File: src/rtl/bmr_pkg.sv
package bmr_pkg;
  localparam int ADDR_W = 3;
  localparam int DATA_W = 32;
  localparam int NBYTES = DATA_W / 8;

  localparam logic [ADDR_W-1:0] OFS_CMD  = 3'd0;
  localparam logic [ADDR_W-1:0] OFS_STAT = 3'd2;

  localparam logic [7:0] CMD_KEEP = 8'h09;

  localparam int ST_ACTIVE = 0;
  localparam int ST_ERROR  = 1;
  localparam int ST_INT    = 2;

  typedef enum logic [1:0] {
    SZ_BYTE = 2'd0,
    SZ_HALF = 2'd1,
    SZ_WORD = 2'd2
  } acc_size_e;

  function automatic logic [2:0] size_bytes(input logic [1:0] code);
    case (code)
      SZ_BYTE: size_bytes = 3'd1;
      SZ_HALF: size_bytes = 3'd2;
      default: size_bytes = 3'd4;
    endcase
  endfunction
endpackage

File: src/rtl/bmr_cmd_ctl.sv
module bmr_cmd_ctl
  import bmr_pkg::*;
(
  input  logic       clk,
  input  logic       rst,
  input  logic       cmd_we,
  input  logic [7:0] wbyte,
  input  logic       eng_busy,
  output logic [7:0] cmd_q,
  output logic       active,
  output logic       start_req,
  output logic       quiesce_req,
  output logic       reload
);
  logic stop_wait;
  logic start_rise, start_fall;

  assign start_rise = cmd_we && wbyte[0] && !cmd_q[0];
  assign start_fall = cmd_we && !wbyte[0] && cmd_q[0];
  assign reload     = start_rise;
  assign quiesce_req = stop_wait;

  always_ff @(posedge clk) begin
    if (rst) begin
      cmd_q     <= '0;
      active    <= 1'b0;
      start_req <= 1'b0;
      stop_wait <= 1'b0;
    end else begin
      start_req <= 1'b0;
      if (stop_wait && !eng_busy) begin
        active    <= 1'b0;
        stop_wait <= 1'b0;
      end
      if (cmd_we) begin
        cmd_q <= wbyte & CMD_KEEP;
      end
      if (start_rise) begin
        stop_wait <= 1'b0;
        active    <= 1'b1;
        start_req <= !active;
      end else if (start_fall) begin
        if (eng_busy) begin
          stop_wait <= 1'b1;
        end else begin
          active <= 1'b0;
        end
      end
    end
  end
endmodule

File: src/rtl/bmr_base_reg.sv
module bmr_base_reg
  import bmr_pkg::*;
#(
  parameter int PTR_W = 32
) (
  input  logic             clk,
  input  logic             rst,
  input  logic             base_we,
  input  logic [1:0]       lane_ofs,
  input  logic [1:0]       size_code,
  input  logic [PTR_W-1:0] wdata,
  input  logic             reload,
  output logic [PTR_W-1:0] base_q,
  output logic [PTR_W-1:0] cur_ptr
);
  localparam int LANES = PTR_W / 8;

  logic [PTR_W-1:0] base_nxt;
  logic [2:0]       nb;

  assign nb = size_bytes(size_code);

  for (genvar i = 0; i < LANES; i++) begin : g_lane
    logic [1:0] rel;
    logic       hit;
    assign rel = 2'(i) - lane_ofs;
    assign hit = base_we && (2'(i) >= lane_ofs) && ({1'b0, rel} < nb);
    if (i == 0) begin : g_low
      assign base_nxt[7:0] = hit ? {wdata[rel*8 +: 8] & 8'hFC}
                                 : base_q[7:0];
    end else begin : g_hi
      assign base_nxt[i*8 +: 8] = hit ? wdata[rel*8 +: 8] : base_q[i*8 +: 8];
    end
  end

  always_ff @(posedge clk) begin
    if (rst) begin
      base_q  <= '0;
      cur_ptr <= '0;
    end else begin
      base_q <= base_nxt;
      if (reload) begin
        cur_ptr <= base_q;
      end
    end
  end
endmodule

File: src/rtl/bmr_irq_stat.sv
module bmr_irq_stat
  import bmr_pkg::*;
(
  input  logic       clk,
  input  logic       rst,
  input  logic       dev_irq,
  input  logic       eng_err,
  input  logic       stat_we,
  input  logic [7:0] wbyte,
  output logic       irq_out,
  output logic       int_flag,
  output logic       err_flag
);
  always_ff @(posedge clk) begin
    if (rst) begin
      irq_out  <= 1'b0;
      int_flag <= 1'b0;
      err_flag <= 1'b0;
    end else begin
      irq_out <= dev_irq;
      if (dev_irq && !irq_out) begin
        int_flag <= 1'b1;
      end else if (stat_we && wbyte[ST_INT]) begin
        int_flag <= 1'b0;
      end
      if (eng_err) begin
        err_flag <= 1'b1;
      end else if (stat_we && wbyte[ST_ERROR]) begin
        err_flag <= 1'b0;
      end
    end
  end
endmodule

File: src/rtl/busmaster_regfile.sv
module busmaster_regfile
  import bmr_pkg::*;
(
  input  logic              clk,
  input  logic              rst,
  input  logic [ADDR_W-1:0] bus_addr,
  input  logic [1:0]        bus_size,
  input  logic              bus_wr,
  input  logic              bus_rd,
  input  logic [DATA_W-1:0] bus_wdata,
  output logic [DATA_W-1:0] bus_rdata,
  input  logic              eng_busy,
  input  logic              eng_err,
  input  logic              dev_irq,
  output logic              irq_out,
  output logic              start_req,
  output logic              quiesce_req,
  output logic [DATA_W-1:0] cur_ptr
);
  logic              cmd_we, stat_we, base_we, reload;
  logic [7:0]        cmd_q, stat_byte;
  logic              active, int_flag, err_flag;
  logic [DATA_W-1:0] base_q, shifted, size_mask;

  assign cmd_we  = bus_wr && (bus_addr == OFS_CMD);
  assign stat_we = bus_wr && (bus_addr == OFS_STAT);
  assign base_we = bus_wr && bus_addr[2];

  bmr_cmd_ctl u_cmd (
    .clk(clk), .rst(rst), .cmd_we(cmd_we), .wbyte(bus_wdata[7:0]),
    .eng_busy(eng_busy), .cmd_q(cmd_q), .active(active),
    .start_req(start_req), .quiesce_req(quiesce_req), .reload(reload)
  );

  bmr_base_reg #(.PTR_W(DATA_W)) u_base (
    .clk(clk), .rst(rst), .base_we(base_we), .lane_ofs(bus_addr[1:0]),
    .size_code(bus_size), .wdata(bus_wdata), .reload(reload),
    .base_q(base_q), .cur_ptr(cur_ptr)
  );

  bmr_irq_stat u_irq (
    .clk(clk), .rst(rst), .dev_irq(dev_irq), .eng_err(eng_err),
    .stat_we(stat_we), .wbyte(bus_wdata[7:0]), .irq_out(irq_out),
    .int_flag(int_flag), .err_flag(err_flag)
  );

  always_comb begin
    stat_byte = '0;
    stat_byte[ST_ACTIVE] = active;
    stat_byte[ST_ERROR]  = err_flag;
    stat_byte[ST_INT]    = int_flag;
    shifted = base_q >> {bus_addr[1:0], 3'b000};
    case (bus_size)
      SZ_BYTE: size_mask = DATA_W'(32'h0000_00FF);
      SZ_HALF: size_mask = DATA_W'(32'h0000_FFFF);
      default: size_mask = '1;
    endcase
  end

  always_ff @(posedge clk) begin
    if (rst) begin
      bus_rdata <= '0;
    end else if (bus_rd) begin
      if (bus_addr[2])                  bus_rdata <= shifted & size_mask;
      else if (bus_addr == OFS_CMD)     bus_rdata <= DATA_W'(cmd_q);
      else if (bus_addr == OFS_STAT)    bus_rdata <= DATA_W'(stat_byte);
      else                              bus_rdata <= '0;
    end
  end
endmodule

File: config.mk
export PLATFORM = sky130hd
export DESIGN_NAME = busmaster_regfile
export DESIGN_NICKNAME = d
export VERILOG_FILES = /design/src/rtl/bmr_pkg.sv /design/src/rtl/bmr_cmd_ctl.sv /design/src/rtl/bmr_base_reg.sv /design/src/rtl/bmr_irq_stat.sv /design/src/rtl/busmaster_regfile.sv
export SDC_FILE = /design/constraint.sdc
export NUM_CORES = 1
export LEC_CHECK = 0
export ABC_AREA = 1
export BUFFER_PORTS_ARGS = -buffer_cell sky130_fd_sc_hd__buf_2
export CORE_MARGIN = 1
export CORE_UTILIZATION = 51
export CTS_BUF_LIST = sky130_fd_sc_hd__clkbuf_8
export DETAILED_ROUTE_END_ITERATION = 6
export PLACE_DENSITY = 0.79
export SETUP_SLACK_MARGIN = 0.1
export SLEW_MARGIN = 20
export SYNTH_ARGS = -nofsm -noshare
export SYNTH_HDL_FRONTEND = slang
export SYNTH_SLANG_ARGS = --single-unit
File: constraint.sdc
create_clock -name clk -period 2.9 [get_ports clk]
set_clock_uncertainty 0.15 [all_clocks]
set_input_delay 0.29 -clock clk [delete_from_list [all_inputs] [get_ports clk]]
set_output_delay 0.29 -clock clk [all_outputs]
set_load 0.03 [all_outputs]
==> flow_summary.ini, run 1 <==
[cells_and_area]
fin_nets = 948
layout_commonest_cell = nand2_1
drive_above_1_share = 0.160
fin_cells = 1034
final_cell_mix = nand2_1 (349), buf_2 (108), dfxtp_1 (100)
antennaDiodeCount = 0
syn2layout_area_growth_pct = 14.4
multi_input_area_sq_um = 2660
fill_cells = 986
stdcell_area_sq_um = 5840
seqCellArea_sq_um = 2000

[logic_synthesis]
synthCells = 817
yosysWarnings = 0
yosysSeqAreaShare = 0.392
synth-main-ff-cell = dfxtp_1
ys_types = 23
async_flop_share = 0
yosys_register_bits = 100
synth_edf_count = 0
synth.avg_cell_area_sq_um = 6.25
synth_area_sq_um = 5110

[clock_network]
cts_tree = done
cts_sinks = 100
clk_pin_slew_worst_paths_ns = 0.10
cts-resized-gates = 0
clkLatencyLatePin_ns = 0.36
ctsHoldBuffers = 3
clock_path_buffers = 2
cts_setup_buffers = 0
cts_buffers = 9
htreeDepth = 3
cts_root_buffer = clkbuf_8

[worst_setup_path]
crit_start = bus_addr[0]
r2r_start = u_cmd.cmd_q[0]
rrSetupSlack_ns = 1.14
crit_type = primary input to flip-flop
cp_slowest_stage_delay_ns = 0.32
ff2ff_path_depth = 5
critPathLaunchType = primary input
timing.rr.end = u_base.cur_ptr[2]
crit_chain = buf_2 > inv_2 > ha_1 > inv_1 > ha_1 > inv_1 > nor2_1 > nand2_1 > nand3_2 > nor2_1 > nor2_1
crit_arrival_ns = 2.07
slowest_stage = inv_1
critical_path_required_ns = 3.00
crit_fanout = 16
cp-endpoint = u_base.base_q[20]
crit_top_cell = nor2_1
setup.worst_path.end_class = flip-flop

[global_route]
grt_pass1_vias = 4459
grt_max_degree = 74
grt_pass1_wl_mm = 21.9
overflow = 0
grtUsageTotal = 0.271
antenna_found_initial = 0

[place]
io_buffer_count = 108
dpl.cell_count = 1015
hpwl_mm = 9.97
placed_cell_area_sq_um = 5630
globalplace.congestion = 0.885
post-place-ws_ns = 0.621

[pwr]
internal_power_mw = 1.89
switchingPower_mw = 0.854
switching_share = 0.311
power_density_nw_per_um2 = 470
power_leakage_nw = 3.01
p_comb_frac = 0.169
seqPwrFrac = 0.523
clock_power_share = 0.308
max-vdd-ir-drop_mv = 0.246

[timing]
clock.fmax_mhz = 510
finalMaxSlewViolations = 0
slew_headroom = 0.358
hold_slack_ns = 0.0785
worstMarginPinSlew_ns = 0.960
period_needed_ns = 1.96
finalSetupViolations = 0
finalHoldViolations = 0
rsz0062_at_grt = no
fin_ws_ns = 0.939
fin_crit_sh = 0.676
tns_ns = 0

[worst_hold_path]
hp-class = primary input to flip-flop
min_path_cells = 3

[detailed_routing]
vias_per_cell = 5.04
ant_nets = 0
route.detailed.drc = 0
wire_per_inst_um = 13.4
drtPass1Iterations = 6
wl_mm = 13.8
drtIter0Drc = 336
dr_total_vias = 5211

[die]
coreArea_sq_um = 9730
die-width_um = 102
die_area_sq_um = 10400
io_pins = 111
start_util = 0.525
die_h_um = 102
rows = 36

[outcome]
outcome = complete, no violations

[flow_run]
cap_violations = 0
[layer usage]
| layer | global-route usage | wire [um] | part of all wire | up-vias |
|---|---|---|---|---|
| met5 | 0 | 0 | 0 | - |
| met4 | 0.0758 | 227 | 0.016 | 0 |
| met3 | 0.0534 | 1110 | 0.080 | 19 |
| met2 | 0.430 | 6470 | 0.47 | 198 |
| met1 | 0.375 | 6010 | 0.43 | 2300 |
| li1 | - | - | - | 2694 |
[worst min path at each step]
stage	start	endpoint	slack, ns
6_report	bus_wdata[3]	u_cmd.cmd_q[3]	0.08
5_1_grt	bus_wdata[3]	u_cmd.cmd_q[3]	0.09
4_1_cts	bus_wdata[3]	u_cmd.cmd_q[3]	0.07
3_5_place_dp	u_cmd.active	u_cmd.start_req	0.29
3_3_place_gp	u_cmd.active	u_cmd.start_req	0.28
2_1_floorplan	eng_err	u_irq.err_flag	0.26
[cell usage after synthesis (4+ instances only)]
cell | count | area share
o21ai_0 | 44 | 0.043
dfxtp_1 | 100 | 0.39
nor2_1 | 90 | 0.066
inv_2 | 4 | 0.0029
inv_1 | 49 | 0.036
buf_2 | 19 | 0.019
nand3_1 | 61 | 0.060
nand2_1 | 349 | 0.26
o211ai_1 | 8 | 0.012
a21oi_1 | 41 | 0.040
clkbuf_1 | 22 | 0.016
ha_1 | 8 | 0.020
buf_4 | 7 | 0.010
[flip-flops by register name, indices dropped and copies added, names as in the netlist]
| signal | cells |
|---|---|
| u_irq.int_flag | 1 |
| u_cmd.cmd_q | 2 |
| u_irq.err_flag | 1 |
| bus_rdata | 32 |
| u_base.cur_ptr | 30 |
| u_cmd.quiesce_req | 1 |
| u_irq.irq_out | 1 |
| u_cmd.active | 1 |
| u_base.base_q | 30 |
| u_cmd.start_req | 1 |
[through the flow]
| step | power (mW) | utilization |
|---|---|---|
| floorplan | 1.79 | - |
| global placement | 1.92 | 0.578 |
| detailed placement | 1.92 | 0.578 |
| CTS | 2.75 | 0.600 |
| global route | 2.89 | 0.600 |
| finish | 2.75 | 0.600 |
[power groups by stage]
stage          sequential [mW]  clock [mW]  combinational [mW]
6_report                  1.44       0.846               0.465
3_3_place_gp              1.47           0               0.451
4_1_cts                   1.44       0.856               0.459
2_1_floorplan             1.49           0               0.303
3_5_place_dp              1.47           0               0.453
5_1_grt                   1.44       0.927               0.521
[logic make-up (layout without fill, tap and decap cells)]
group / count (synthesis) / after routing / share of synthesized area
compound gates: 94 / 94 / 0.0965
fa+ha+maj: 8 / 8 / 0.0196
buf+inv: 105 / 188 / 0.0884
flops: 100 / 100 / 0.392
other cells: 1 / 2 / 0.000734
simple gates: 509 / 509 / 0.403
[area by class of cell]
class / count / share of cell area
Multi-Input combinational cell: 613 / 0.455
Sequential cell: 100 / 0.343
Timing Repair Buffer: 119 / 0.108
Inverter: 53 / 0.0341
Tap cell: 133 / 0.0285
Clock buffer: 10 / 0.0236
Clock inverter: 6 / 0.00814
[worst max-delay path: cells and delay by family]
kind / cells / cell delay, ns
buf+inv: 4 / 0.51
fa+ha+maj: 2 / 0.61
simple gates: 5 / 0.64
(Power assumes the default switching activity.)
==> inputs of run 2 (changes only) <==
Settings changed: CORE_UTILIZATION 51 to 57, PLACE_DENSITY 0.79 to 0.83.
Clock period 2.9 ns to 1.89 ns, I/O delays scaled along.
==> run 2 against run 1 <==
  * Critical endpoint is now u_base.base_q[16]
  * Combinational power rose by 62%
  * Highest routed layer unchanged
  * Clock-buffer cell count down 1
  * Largest power group unchanged
  * Design area is 2.0% higher
  * Worst setup slack got worse by 0.57 ns
  * Hold slack worse by 0.052 ns
==> flow_summary.ini, run 2 (synthesized netlist as in run 1, its figures left out) <==
[die]
rows = 34
start_util = 0.589
io_pins = 111
die_area_sq_um = 9350
die-width_um = 96.7
coreArea_sq_um = 8680
die_h_um = 96.7

[place]
io_buffer_count = 108
globalplace.congestion = 0.906
hpwl_mm = 10.4

[cells_and_area]
largest-register = bus_rdata
top_regs = bus_rdata (32), u_base.base_q (30), u_base.cur_ptr (30)
antennaDiodeCount = 0
post-route-util = 0.687
drive_above_1_share = 0.169
fin_nets = 957
layout_commonest_cell = nand2_1
largest_reg_flops = 32
syn2layout_area_growth_pct = 16.7
final_cell_mix = nand2_1 (349), buf_2 (108), dfxtp_1 (100)

[worst_setup_path]
setup.worst_path.end_class = flip-flop
crit_start = bus_addr[0]
critical_path_required_ns = 2.04
rrSetupSlack_ns = 0.51
cp_slowest_stage_delay_ns = 0.29
timing.rr.end = u_base.cur_ptr[20]
crit_fanout = 16
cp_num_buf_inv = 4
cp-endpoint = u_base.base_q[16]
critPathLaunchType = primary input
cp.depth = 12
crit_arrival_ns = 1.66
slowest_stage = ha_4
crit_family = simple AND/OR/NAND/NOR gates
ff2ff_path_depth = 6
crit_type = primary input to flip-flop
crit_top_cell = nand2_1
r2r_start = u_cmd.cmd_q[0]
crit_chain = buf_2 > inv_4 > ha_4 > inv_4 > ha_4 > inv_1 > nor2_1 > nand2_1 > nand3_2 > nand2_1 > nand2_1 > nor2_1

[detailed_routing]
drtIter0Drc = 340
wl_mm = 13.8
vias_per_cell = 5.24
ant_nets = 0
route.detailed.drc = 0
dr_total_vias = 5336
drtPass1Iterations = 5
wire_per_inst_um = 13.6

[pwr]
max-vdd-ir-drop_mv = 0.446
power_leakage_nw = 3.08
power_density_nw_per_um2 = 708

[clock_network]
clock_path_buffers = 2
cts-resized-gates = 0
cts_sinks = 100
htreeDepth = 3
cts_root_buffer = clkbuf_8
ctsHoldBuffers = 4
clkLatencyLatePin_ns = 0.36
cts_setup_buffers = 0
clk_pin_slew_worst_paths_ns = 0.09
cts_buffers = 9
cts_tree = done

[timing]
finalHoldViolations = 0
rsz0062_at_grt = no
clock.fmax_mhz = 659
period_needed_ns = 1.52
finalMaxSlewViolations = 0
finalSetupViolations = 0
fin_crit_sh = 0.803
slew_headroom = 0.627
hold_slack_ns = 0.0261
worstMarginPinSlew_ns = 0.558

[global_route]
grtUsageTotal = 0.303
antenna_found_initial = 0
grt_pass1_wl_mm = 23.2
grt_max_degree = 74
overflow = 0
grt_pass1_vias = 4996

[outcome]
outcome = complete, no violations

[worst_hold_path]
hp-class = primary input to flip-flop

[flow_run]
cap_violations = 0
## run 2: layout make-up
cell class	count	area, sq um
fillers	798	2720
flip-flops and latches	100	2000
clock inverters	7	52.6
well taps	108	135
inverters	53	206
repair buffers	128	751
clock buffers	9	124
multi-input cells	613	2690
## run 2: tightest hold or removal path, delay by kind of cell
| family | cells | cell delay, ns |
|---|---|---|
| compound gates | 1 | 0.06 |
| buf+inv | 1 | 0.15 |
| simple gates | 1 | 0.09 |
## run 2: power by group
part	total (mW)	switching, mW	internal, mW
Sequential	2.21	0.0386	2.17
Combinational	0.751	0.509	0.242
Clock	1.26	0.769	0.492
## run 2: worst min-delay path by stage
stage	endpoint	start	slack, ns	cells after the start
after floorplan	u_irq.err_flag	eng_err	0.16	2
after global placement	u_irq.irq_out	dev_irq	0.26	3
after detailed placement	u_irq.err_flag	eng_err	0.26	3
after CTS	u_cmd.cmd_q[3]	bus_wr	0.03	3
after global routing	u_cmd.cmd_q[3]	bus_wr	0.04	3
final	u_cmd.cmd_q[3]	bus_wr	0.03	3
## run 2: through the flow
step	setup slack (ns)	area, sq um	instances	setup TNS, ns	total power, mW
2_1_floorplan	-0.286	5210	818	-2.17	2.77
4_1_cts	0.392	5960	1018	0	4.21
6_report	0.371	5960	1018	0	4.22
3_5_place_dp	0.0442	5740	998	0	2.98
3_3_place_gp	0.115	5740	998	0	2.97
5_1_grt	0.208	5960	1018	0	4.41
## run 2: per-layer routing
metal | track usage | vias to the layer above | share of wire
li1 | - | 2709 | -
met1 | 0.391 | 2418 | 0.44
met2 | 0.507 | 173 | 0.48
met3 | 0.0462 | 36 | 0.054
met4 | 0.122 | 0 | 0.033
met5 | 0 | - | 0
==> inputs of run 3 (changes only) <==
Settings changed: ABC_AREA 1 to 0, CORE_UTILIZATION 57 to 56, PLACE_DENSITY 0.83 to 0.82.
Clock period 1.89 ns to 1.4 ns, I/O delays scaled along.
==> run 3 against run 2 <==
  * The run now ends with negative setup slack left
  * Synthesized cell count down 44%
  * Total power is 45% higher
  * Register-to-register slack worse by 0.56 ns
  * Die area decreased by 3.2%
  * Global-route usage increased by 6.7 points
  * Design area grew 13%
  * Core utilization grew 12 points
  * Sequential power increased by 34%
  * Critical endpoint is now u_base.base_q[20]
==> flow_summary.ini, run 3 <==
[detailed_routing]
route.detailed.drc = 0
vias_per_cell = 6.47
wire_per_inst_um = 23.1
dr_total_vias = 4729
ant_nets = 0
drtPass1Iterations = 6
drtIter0Drc = 550
wl_mm = 16.9

[clock_network]
clkLatencyLatePin_ns = 0.36
clk_pin_slew_worst_paths_ns = 0.10
cts_tree = done
clock_path_buffers = 2
cts_buffers = 9
htreeDepth = 3
cts_root_buffer = clkbuf_8
cts_sinks = 100

[worst_setup_path]
timing.rr.end = u_base.cur_ptr[19]
rrSetupSlack_ns = -0.05
ff2ff_path_depth = 7
crit_arrival_ns = 1.64
critPathLaunchType = primary input
r2r_start = u_cmd.cmd_q[0]
setup.worst_path.end_class = flip-flop
crit_start = bus_addr[1]
critical_path_required_ns = 1.49
cp-endpoint = u_base.base_q[20]
crit_fanout = 8
crit_type = primary input to flip-flop

[logic_synthesis]
ys_types = 45
synth_area_sq_um = 4850
yosys_register_bits = 100
yosysWarnings = 0
synth.most_common_cell = dfxtp_1
ys_top_cells_by_area = dfxtp_1 (41%), mux4_2 (13%), mux2i_1 (9.1%)
async_flop_share = 0
synth_edf_count = 0
yosysSeqAreaShare = 0.412
yosys.area.top_type = dfxtp_1
synth-main-ff-cell = dfxtp_1
synthCells = 456
ys_top_cells_by_count = dfxtp_1 (100), nor2_1 (57), mux2i_1 (44)
synth_top_area_share = 0.412
synth.avg_cell_area_sq_um = 10.6

[global_route]
antenna_found_initial = 0
grt_pass1_vias = 4576
grt_pass1_wl_mm = 24.7
overflow = 0
grt_max_degree = 31
grtUsageTotal = 0.370

[timing]
finalHoldViolations = 0
worstMarginPinSlew_ns = 0.727
period_needed_ns = 1.55
clock.fmax_mhz = 647
fin_crit_sh = 1.10
finalSetupViolations = 33
slew_headroom = 0.513
hold_slack_ns = 0.0360
rsz0062_at_grt = yes
fin_ws_ns = -0.146
finalMaxSlewViolations = 0

[die]
start_util = 0.585
rows = 33
coreArea_sq_um = 8300
die-width_um = 95.1
die_h_um = 95.1
die_area_sq_um = 9040
io_pins = 111

[cells_and_area]
syn2layout_area_growth_pct = 38.2
layout_commonest_cell = buf_2
antennaDiodeCount = 0
largest-register = bus_rdata
largest_reg_flops = 32
fin_nets = 673
top_regs = bus_rdata (32), u_base.base_q (30), u_base.cur_ptr (30)
fin_cells = 731
final_cell_mix = buf_2 (105), dfxtp_1 (96), nor2_1 (53)
drive_above_1_share = 0.431

[pwr]
max-vdd-ir-drop_mv = 0.692
power_density_nw_per_um2 = 912
power_leakage_nw = 3.00

[place]
globalplace.congestion = 0.857
io_buffer_count = 108
dpl.cell_count = 688
hpwl_mm = 10.1

[worst_hold_path]
hp-class = primary input to flip-flop

[flow_run]
cap_violations = 0

[outcome]
outcome = finished, violations left
violations = negative setup slack
==> run 3: changes by cell type after synthesis, sizes merged, moves of 35 or more <==
cell   change
a22o      +38
inv       -45
mux2i     +44
nand2    -321
nand3     -63
nor2      -35
==> run 3: stage by stage <==
step | utilization | instance area, sq um | worst slack [ns] | power (mW) | setup TNS (ns)
finish | 0.808 | 6710 | -0.146 | 6.12 | -1.99
global route | 0.808 | 6710 | -0.188 | 6.27 | -3.64
floorplan | - | 5040 | -0.890 | 3.68 | -22.91
detailed placement | 0.711 | 5900 | -0.740 | 4.03 | -47.56
CTS | 0.791 | 6570 | -0.110 | 5.97 | -1.04
global placement | 0.711 | 5900 | -0.626 | 3.99 | -41.77
==> run 3: layout make-up <==
type | count | area, sq um
multi-input combinational | 315 | 2840
sequential | 100 | 2010
fill | 455 | 1590
timing repair buffer | 187 | 1480
clock buffer | 10 | 138
tap | 105 | 131
clock inverter | 6 | 63.8
inverter | 8 | 50.0
==> run 3: cell families (layout without fill, tap and decap cells) <==
family,after synthesis,after routing,share of synthesized area
adders and majority gates,8,8,0.0206
other,1,2,0.000772
and+or+nand+nor,123,124,0.120
buffers and inverters,43,211,0.0474
muxes,76,76,0.236
AOI/OAI and AO/OA,105,105,0.162
DFF,100,100,0.412
==> run 3: critical path, stage by stage <==
cell and delay, ns:
buf_8 0.08, inv_6 0.03, ha_4 0.28, inv_2 0.05, ha_4 0.25, inv_2 0.04, o311ai_4 0.26, buf_12 0.19
mux2i_2 0.24, nor2_1 0.07
==> run 3: timing repair <==
action,CTS,global route
gates cloned,7,3
buffers inserted,10,2
setup endpoints to repair,87,81
pin swaps,14,16
hold buffers,6,0
resized for setup,44,26
endpoints found under the hold margin,6,0
==> run 3: power breakdown <==
group	internal [mW]	total (mW)	switching, mW	leakage, nW
clock network	0.877	1.91	1.03	0.104
registers	2.90	2.97	0.0701	0.811
logic	0.597	1.24	0.642	2.08
total	4.38	6.12	1.74	3.00
==> run 3: routing by layer <==
layer,global-route usage,up-vias,routed length (um)
li1,-,2033,-
met1,0.449,2279,6290
met2,0.613,343,8040
met3,0.0821,74,1700
met4,0.193,0,858
met5,0,-,0
==> run 3: worst min path at each step <==
stage	from	endpoint	slack, ns	cells past startpoint
6_report	bus_rd	bus_rdata[0]	0.04	3
3_5_place_dp	eng_err	u_irq.err_flag	0.22	3
2_1_floorplan	eng_err	u_irq.err_flag	0.11	2
3_3_place_gp	eng_err	u_irq.err_flag	0.20	3
5_1_grt	bus_rd	bus_rdata[0]	0.03	3
4_1_cts	bus_wdata[0]	u_cmd.start_req	0.004	4
